### config.mk
export PLATFORM = sky130hd
export DESIGN_NAME = offset_bank_top
export DESIGN_NICKNAME = d
export VERILOG_FILES = /design/src/rtl/offbank_pkg.sv /design/src/rtl/offbank_retention.sv /design/src/rtl/offbank_regfile.sv /design/src/rtl/offbank_addrgen.sv /design/src/rtl/offset_bank_top.sv
export SDC_FILE = /design/constraint.sdc
export NUM_CORES = 1
export LEC_CHECK = 0
export ABC_AREA = 1
export BUFFER_PORTS_ARGS = -buffer_cell sky130_fd_sc_hd__buf_2
export CAP_MARGIN = 20
export CORE_MARGIN = 8
export CORE_UTILIZATION = 61
export DETAILED_ROUTE_END_ITERATION = 12
export PLACE_DENSITY = 0.88
export SYNTH_ARGS = -nofsm -noshare
export SYNTH_HDL_FRONTEND = slang
export SYNTH_HIERARCHICAL = 1
export SYNTH_SLANG_ARGS = --single-unit
### constraint.sdc
create_clock -name clk -period 4.4 [get_ports clk]
set_clock_uncertainty 0.05 [all_clocks]
set_input_delay 0.66 -clock clk [delete_from_list [all_inputs] [get_ports clk]]
set_output_delay 0.66 -clock clk [all_outputs]
set_load 0.005 [all_outputs]
### src/rtl/offbank_pkg.sv
package offbank_pkg;

   typedef enum logic [1:0] {
      OB_KEEP    = 2'd0,
      OB_CLEAR   = 2'd1,
      OB_RESTORE = 2'd2
   } ob_action_t;

   typedef struct packed {
      logic pwrup;
      logic mode_chg;
      logic fatal;
   } ob_event_t;

endpackage

### src/rtl/offbank_retention.sv
module offbank_retention
   import offbank_pkg::*;
(
   input  logic       clk,
   input  logic       rst_n,
   input  logic       run_mode_i,
   input  logic       fatal_i,
   input  logic       pwrup_i,
   input  logic       hold_i,
   input  logic       protect_i,
   output ob_action_t act_o
);

   logic      mode_q;
   ob_event_t evt;

   always_ff @(posedge clk or negedge rst_n) begin
      if (!rst_n) mode_q <= 1'b0;
      else        mode_q <= run_mode_i;
   end

   always_comb begin
      evt.pwrup    = pwrup_i;
      evt.mode_chg = run_mode_i ^ mode_q;
      evt.fatal    = fatal_i;
   end

   always_comb begin
      act_o = OB_KEEP;
      if (evt.pwrup) begin
         if (hold_i && protect_i) act_o = OB_RESTORE;
         else                     act_o = OB_CLEAR;
      end else if ((evt.mode_chg || evt.fatal) && !hold_i) begin
         act_o = OB_CLEAR;
      end
   end

   // hold flag blocks non-power-up clears
   p_hold_blocks_r6: assert property (@(posedge clk) disable iff (!rst_n)
      (hold_i && !pwrup_i) |-> (act_o == OB_KEEP));

   // restore only with both flags set
   p_restore_flags_r8: assert property (@(posedge clk) disable iff (!rst_n)
      (act_o == OB_RESTORE) |-> (pwrup_i && hold_i && protect_i));

endmodule

### src/rtl/offbank_regfile.sv
module offbank_regfile
   import offbank_pkg::*;
#(
   parameter int NREG = 16,
   parameter int DW   = 16,
   localparam int IDXW = $clog2(NREG),
   localparam int BITW = $clog2(DW)
)(
   input  logic               clk,
   input  logic               rst_n,
   input  ob_action_t         act_i,
   input  logic               wr_en_i,
   input  logic [IDXW-1:0]    wr_idx_i,
   input  logic [DW-1:0]      wr_data_i,
   input  logic               frc_set_i,
   input  logic               frc_clr_i,
   input  logic [IDXW-1:0]    frc_idx_i,
   input  logic [BITW-1:0]    frc_bit_i,
   input  logic [NREG*DW-1:0] retain_i,
   input  logic [IDXW-1:0]    rd_idx_i,
   output logic [DW-1:0]      rd_val_o
);

   logic [DW-1:0]      bank [NREG];
   logic [NREG*DW-1:0] bank_flat;
   logic [NREG-1:0]    wr_hit;

   for (genvar gi = 0; gi < NREG; gi++) begin : g_reg
      assign wr_hit[gi] = wr_en_i && (wr_idx_i == IDXW'(gi));

      always_ff @(posedge clk or negedge rst_n) begin
         if (!rst_n)                   bank[gi] <= '0;
         else if (act_i == OB_RESTORE) bank[gi] <= retain_i[gi*DW +: DW];
         else if (act_i == OB_CLEAR)   bank[gi] <= '0;
         else if (wr_hit[gi])          bank[gi] <= wr_data_i;
      end

      assign bank_flat[gi*DW +: DW] = bank[gi];
   end

   assign rd_val_o = bank[rd_idx_i];

   // the value a forced bit would take differs from the stored one
   logic frc_would_change;
   assign frc_would_change = (frc_set_i || frc_clr_i) &&
                             (bank[frc_idx_i][frc_bit_i] != frc_set_i);

   // plain write lands in the addressed register
   p_write_lands_r2: assert property (@(posedge clk) disable iff (!rst_n)
      (wr_en_i && act_i == OB_KEEP) |=> (bank[$past(wr_idx_i)] == $past(wr_data_i)));

   // force requests never alter the bank
   p_force_ignored_r5: assert property (@(posedge clk) disable iff (!rst_n)
      (frc_would_change && !wr_en_i && act_i == OB_KEEP) |=> $stable(bank_flat));

   // clear wins over any write in the same cycle
   p_clear_wins_r9: assert property (@(posedge clk) disable iff (!rst_n)
      (act_i == OB_CLEAR) |=> (bank_flat == '0));

   // restore copies the retained image
   p_restore_image_r8: assert property (@(posedge clk) disable iff (!rst_n)
      (act_i == OB_RESTORE) |=> (bank_flat == $past(retain_i)));

endmodule

### src/rtl/offbank_addrgen.sv
module offbank_addrgen #(
   parameter int DW      = 16,
   parameter int AW      = 32,
   parameter bit OUT_REG = 1'b1
)(
   input  logic          clk,
   input  logic          rst_n,
   input  logic [AW-1:0] base_i,
   input  logic [DW-1:0] ofs_i,
   output logic [AW-1:0] ea_o
);

   localparam int EXTW = AW - DW;

   logic [AW-1:0] ofs_ext;
   logic [AW-1:0] sum;

   assign ofs_ext = {{EXTW{ofs_i[DW-1]}}, ofs_i};
   assign sum     = base_i + ofs_ext;

   if (OUT_REG) begin : g_reg_out
      always_ff @(posedge clk or negedge rst_n) begin
         if (!rst_n) ea_o <= '0;
         else        ea_o <= sum;
      end

      // negative offset never yields an address above the base (no wrap)
      p_neg_lowers_r4: assert property (@(posedge clk) disable iff (!rst_n)
         ($past(rst_n) && $past(ofs_i[DW-1]) && ($past(base_i) >= AW'(2**(DW-1))))
            |-> (ea_o < $past(base_i)));
   end else begin : g_comb_out
      assign ea_o = sum;
   end

endmodule

### src/rtl/offset_bank_top.sv
module offset_bank_top
   import offbank_pkg::*;
#(
   parameter int NREG    = 16,
   parameter int DW      = 16,
   parameter int AW      = 32,
   parameter bit OUT_REG = 1'b1,
   localparam int IDXW   = $clog2(NREG),
   localparam int BITW   = $clog2(DW)
)(
   input  logic               clk,
   input  logic               rst_n,
   input  logic               wr_en_i,
   input  logic [IDXW-1:0]    wr_idx_i,
   input  logic [DW-1:0]      wr_data_i,
   input  logic               frc_set_i,
   input  logic               frc_clr_i,
   input  logic [IDXW-1:0]    frc_idx_i,
   input  logic [BITW-1:0]    frc_bit_i,
   input  logic               run_mode_i,
   input  logic               fatal_i,
   input  logic               pwrup_i,
   input  logic               hold_i,
   input  logic               protect_i,
   input  logic [NREG*DW-1:0] retain_i,
   input  logic [IDXW-1:0]    rd_idx_i,
   input  logic [AW-1:0]      base_i,
   output logic [DW-1:0]      dr_val_o,
   output logic [AW-1:0]      ea_o
);

   if (NREG < 2 || (1 << IDXW) != NREG) begin : g_chk_nreg
      $error("NREG must be a power of two of at least 2");
   end
   if (DW < 2 || (1 << BITW) != DW) begin : g_chk_dw
      $error("DW must be a power of two of at least 2");
   end
   if (AW < DW) begin : g_chk_aw
      $error("AW must not be narrower than DW");
   end

   ob_action_t act;

   offbank_retention i_ret (
      .clk        (clk),
      .rst_n      (rst_n),
      .run_mode_i (run_mode_i),
      .fatal_i    (fatal_i),
      .pwrup_i    (pwrup_i),
      .hold_i     (hold_i),
      .protect_i  (protect_i),
      .act_o      (act)
   );

   offbank_regfile #(.NREG(NREG), .DW(DW)) i_rf (
      .clk       (clk),
      .rst_n     (rst_n),
      .act_i     (act),
      .wr_en_i   (wr_en_i),
      .wr_idx_i  (wr_idx_i),
      .wr_data_i (wr_data_i),
      .frc_set_i (frc_set_i),
      .frc_clr_i (frc_clr_i),
      .frc_idx_i (frc_idx_i),
      .frc_bit_i (frc_bit_i),
      .retain_i  (retain_i),
      .rd_idx_i  (rd_idx_i),
      .rd_val_o  (dr_val_o)
   );

   offbank_addrgen #(.DW(DW), .AW(AW), .OUT_REG(OUT_REG)) i_ag (
      .clk    (clk),
      .rst_n  (rst_n),
      .base_i (base_i),
      .ofs_i  (dr_val_o),
      .ea_o   (ea_o)
   );

endmodule

# After elaboration in Yosys (flattened, before gate mapping)
# Cells that the tools add are included.
word_totals:
  reg_bits: 289
  inputBits: 330
  output_inout_bits: 48
  elab_cells: 130
op_classes:
  n_addsub: 1
  n_lt_le_gt_ge: 1
  n_eq_ne: 17
  mux: 54
  n_bitwise: 2
  reduce_logical: 37
ops:
  columns: ["op", "n"]
  rows:
  - ["2-to-1 mux 16 bit", 50]
  - ["binary-select mux 16 bit (select 4 bit)", 1]
  - ["nonzero test 3 bit", 16]
  - ["adder 32 bit", 1]
  - ["equality test 4 bit (second input constant)", 8]
  - ["logical AND 1 bit", 18]
  - ["equality test 4 x 3 -> 1 bit (second input constant)", 4]
  - ["equality test 4 x 2 -> 1 bit (second input constant)", 2]
  - ["greater-or-equal comparator 5 bit (second input constant)", 1]
  - ["inverter 4 -> 5 bit", 1]
  - ["equality test 4 x 1 -> 1 bit (second input constant)", 1]
  - ["logical NOT 4 bit", 1]
  - ["2-to-1 mux 2 bit", 2]
  - ["equality test 2 x 1 -> 1 bit (second input constant)", 1]
  - ["equality test 2 bit (second input constant)", 1]
  - ["logical NOT 1 bit", 1]
  - ["logical OR 1 bit", 1]
  - ["2-to-1 mux 1 bit", 1]
  - ["XOR 1 bit", 1]

# Logic depth before layout (Yosys ltp)
logic_depth:
  depth_word: 8
  depth_mapped: 21
  mapped_depth_nobuf: 18

# By module
# The synthesis kept the hierarchy.
modules_own_cells:
  columns: ["module", "instances", "cells_per_inst", "area_each_um2", "seq_area_each_um2"]
  rows:
  - ["offbank_regfile", 1, 2248, 15014.4, 6406.1]
  - ["offbank_addrgen", 1, 526, 3185.6, 800.8]
  - ["offbank_retention", 1, 14, 75.1, 25.0]

# Worst setup path before layout
# No wires, ideal clock.
synth_path:
  path_kind: "input to register"
  from: "in rd_idx_i[0]"
  to: "reg i_ag.ea_o[28]"
  setup_ns: 0.117
  t_arrival_ns: 2.974
  required_ns: 4.233
  slack_ns: 1.260
  cell_stages: 18
  path_buffers: 3
  path_cell_list: "buf_2 inv_2 buf_2 buf_2 nand2_1 nand3_1 nand3_1 nand3_1 nand2_1 ha_1 nand2_1 inv_1 a21oi_1 nand2_1 a21oi_1 nand2_1 nand2_1 nand2_1"
synth_between:
  elab_chain_len: 5
synth_lines:
  columns: ["element", "line_no", "source"]
  rows:
  - ["from (decl)", "offset_bank_top.sv:26", "input logic [IDXW-1:0] rd_idx_i,"]
  - ["inverter 4 -> 5 bit (not written as such)", "offbank_regfile.sv:41", "assign rd_val_o = bank[rd_idx_i];"]
  - ["binary-select mux 16 bit (select 4 bit)", "offbank_regfile.sv:41", null]
  - ["2-to-1 mux 16 bit (not written as such) (2 in series)", "offbank_regfile.sv:41", null]
  - ["named net dr_val_o[15]", "offset_bank_top.sv:28", "output logic [DW-1:0] dr_val_o,"]
  - ["adder 32 bit", "offbank_addrgen.sv:19", "assign sum = base_i + ofs_ext;"]
  - ["named net i_ag.sum[28]", "offbank_addrgen.sv:16", "logic [AW-1:0] sum;"]
  - ["to (signal assigned)", "offbank_addrgen.sv:24", "else ea_o <= sum;"]
  - ["to (decl)", "offbank_addrgen.sv:10", "output logic [AW-1:0] ea_o"]
# The timed path passes the listed nets, and every way through them passes these cells. The select of a mux whose other input is x is not followed.
# A chain may end at the register's enable or synchronous reset.

# Worst setup path in the final report
layout_path:
  from: "in rd_idx_i[1]"
  to: "reg i_ag.ea_o[25]"
layout_between:
  elab_chain_len: 5
layout_lines:
  columns: ["element", "line_no"]
  rows:
  - ["inverter 4 -> 5 bit (not written as such)", "offbank_regfile.sv:41"]
  - ["binary-select mux 16 bit (select 4 bit)", "offbank_regfile.sv:41"]
  - ["2-to-1 mux 16 bit (not written as such) (2 in series)", "offbank_regfile.sv:41"]
  - ["adder 32 bit", "offbank_addrgen.sv:19"]
  - ["named net i_ag.sum[25]", "offbank_addrgen.sv:16"]
# The timed path passes the listed nets, and every way through them passes these cells. The select of a mux whose other input is x is not followed.

==> results by group <==
Timing
  – Tmin final: about 3.3 ns
  – RSZ-0062 raised after global routing: false
  – Setup TNS: 0 ns
  – Rel. slew slack: 0.345
  – PnR worst setup slack: ~1.1 ns
  – Fin. Hold Viols: 0
  – Max-slew violations: 0
  – Final Cycle Share: 0.739
  – Hold slack final: approximately 0.09 ns
  – Fmax: 0.307 GHz
  – Worst Tran Pin Value: ~0.98 ns
  – Final Setup Violations: 0

Setup path
  – Crit path max fanout: 17
  – Critical-path cell list: buf_2, inv_2, buf_4, nand3_1, nand3_1, nand3_1, nand2_1, ha_1, nand2_1, inv_1, a21oi_1, inv_1, a21oi_1, nand3_1, nand2_1, nand2_1
  – Delay-heaviest family, CP: simple AND/OR/NAND/NOR gates
  – Crit-path slowest cell: ha_1
  – Required @ worst endpoint: 4.80 ns
  – Worst path bufs/invs: 5
  – Critical path class: in -> reg
  – CP Launch Type: input port
  – Crit path largest cell delay: ~0.56 ns
  – Crit path arrival time: around 3.7 ns
  – Worst setup EP type: register

Power and ir drop
  – Pwr/cell area: ~390 nW/µm²
  – Leak Pwr: about 12 nW
  – VDD IR max: 0.000307 V

GRT
  – All-Layer GR Usage: 0.350
  – Vias in the first global route: roughly 19,000
  – Total grt overflow: 0
  – Pin count of the biggest net entering global routing: 152
  – First-pass GRT wire length: approximately 100,000 µm
  – Initial antenna violation count: 8

Cells and area
  – Core Util, Final: 0.715
  – Most frequent cells in the layout: 1,341 x nand2_1, 365 x buf_2, 351 x inv_1
  – Share of post-route cells with drive strength above 1: 0.164
  – Most common cell after layout, fill and taps aside: nand2_1
  – Syn-to-layout area delta: 15.7%
  – Final net count: roughly 3,400

Yosys
  – Gate Count Post-Synth: between 2,000 and 3,000
  – Register bit total from synthesis: a little under 300
  – Synth Area per Inst: around 6.6 µm²
  – Seq/Total Area, Yosys: 0.396
  – Yosys warnings: 6
  – Net count after synthesis: between 3,000 and 4,000
  – Ranking of synthesized cells by area: dfrtp_1 40%, nand2_1 28%, inv_1 7.2%, nand3_1 6.0%, o21ai_1 5.9%
  – Synth cell types: 33
  – Synth area leader: dfrtp_1
  – Synthesized cell area: 18,300 µm²
  – Area share of the largest cell type after synthesis: 0.396

Die
  – Initial Util: 0.618
  – IO Pins: 378
  – Core ar.: 29,600 µm²
  – Total die area: about 36,000 µm²
  – Row count: between 60 and 70
  – Vert. Die Dim: 189 µm
  – Die X: about 190 µm

Placement
  – GP Congestion: roughly 0.95
  – Worst slack at placement: ~0.66 ns
  – IO buf count: roughly 370
  – DP HPWL: 47,000 µm

Detailed routing
  – Post-DR wirelength/cell: between 15 and 20 µm
  – DR pass1 iterations: 10
  – Initial DRC Count: approximately 2,300
  – DR vias: between 15,000 and 20,000
  – Final WL: roughly 64,000 µm
  – Remaining DRCs: 1
  – Post-DRT Antenna Nets: 0
  – Drt via density: around 5.5

Clocking
  – Reg clk slew, reported paths: ~0.07 ns
  – CTS buffer count: 31
  – Clock sinks: 289
  – PostCTS Resize Cnt: 0
  – Clk root buf: clkbuf_16
  – Post-CTS Setup Bufs: 0
  – CTS tree: done
  – Max Root-Sink Buffers: 3
  – Hold-fix buffers, CTS: 0
  – Latest clock arrival within the worst-skew pair: approximately 0.57 ns
  – CTS H-tree lvls: 1

Outcome
  – Failing checks: design-rule violations
  – Run status: finished with violations

Job
  – Max-cap violation count: 0

Worst hold path
  – Hold crit path type: in -> async
==> registers in the layout (all words and copies together), names as in the netlist <==
signal,count
i_rf/bank,256
i_ag/ea_o,32
i_ret/mode_q,1
==> final timing paths <==
kind                          startpoint             end  slack [ns]  cells past startpoint
min in group clk              run_mode_i    i_ret/mode_q        0.18                      1
max in group asynchronous          rst_n  i_rf/bank[155]        3.23                      2
max reg2reg                i_rf/bank[47]   i_ag/ea_o[25]        1.47                     15
min reg2reg                i_rf/bank[65]   i_rf/bank[65]        0.43                      2
min                                rst_n   i_rf/bank[37]        0.09                      1
max                          rd_idx_i[1]   i_ag/ea_o[25]        1.15                     16
==> power by group <==
part	switching [W]	internal (W)	leakage [nW]	total, W
Clock	0.00109	0.00166	0.514	0.00275
Combinational	0.00159	0.000769	7.99	0.00236
Sequential	0.000137	0.00310	3.72	0.00324
Total	0.00282	0.00552	12.2	0.00835
==> kinds of logic after synthesis <==
| group | count (synthesis) | share of synthesized area |
|---|---|---|
| buf+inv | 504 | 0.120 |
| compound gates | 288 | 0.0838 |
| xor+xnor | 16 | 0.00767 |
| flops | 289 | 0.396 |
| fa+ha+maj | 32 | 0.0223 |
| simple gates | 1659 | 0.370 |
==> cells in the mapped netlist (all sizes together) <==
| cell | number |
|---|---|
| nand2 | 1378 |
| inv | 359 |
| dfrtp | 289 |
| o21ai | 265 |
| nand3 | 223 |
| buf | 125 |
| nor2 | 49 |
| ha | 31 |
| a21oi | 20 |
| clkbuf | 20 |
| xor2 | 14 |
| nor3 | 5 |
| nand4 | 3 |
| o21bai | 2 |
| xnor2 | 2 |
| a21o | 1 |
| fa | 1 |
| or2 | 1 |
==> metrics by stage <==
| step | cells | total power, W | instance area [µm²] |
|---|---|---|---|
| after floorplan | 2788 | 0.00475 | 18300 |
| after global placement | 3427 | 0.00551 | 20100 |
| after detailed placement | 3427 | 0.00558 | 20100 |
| after CTS | 3484 | 0.00832 | 21100 |
| after global routing | 3490 | 0.00876 | 21100 |
| final | 3490 | 0.00835 | 21100 |
==> final cells by class <==
class,count,area [µm²]
multi-input cells,1995,8850
well taps,390,488
inverters,359,1350
repair buffers,394,2140
fillers,2498,8420
flip-flops and latches,289,7230
clock buffers,45,868
diodes,6,15.0
clock inverters,12,194
==> worst reg2reg max path: stages (launching register included) <==
cell and delay, ns:
dfrtp_1 0.37, inv_1 0.08, nand2_1 0.06, nand3_1 0.09
nand3_1 0.14, nand3_1 0.13, nand2_1 0.40, ha_1 0.57
nand2_1 0.14, inv_1 0.05, a21oi_1 0.18, inv_1 0.06
a21oi_1 0.22, nand3_1 0.12, nand2_1 0.07, nand2_1 0.07
==> per-layer routing <==
layer | track usage | share of wire | vias up
met1 | 0.429 | 0.37 | 8781
met5 | 0 | 0.00039 | -
li1 | - | - | 9080
met2 | 0.553 | 0.45 | 1153
met4 | 0.236 | 0.072 | 4
met3 | 0.0730 | 0.10 | 245
Power figures use the tool's default switching activity.
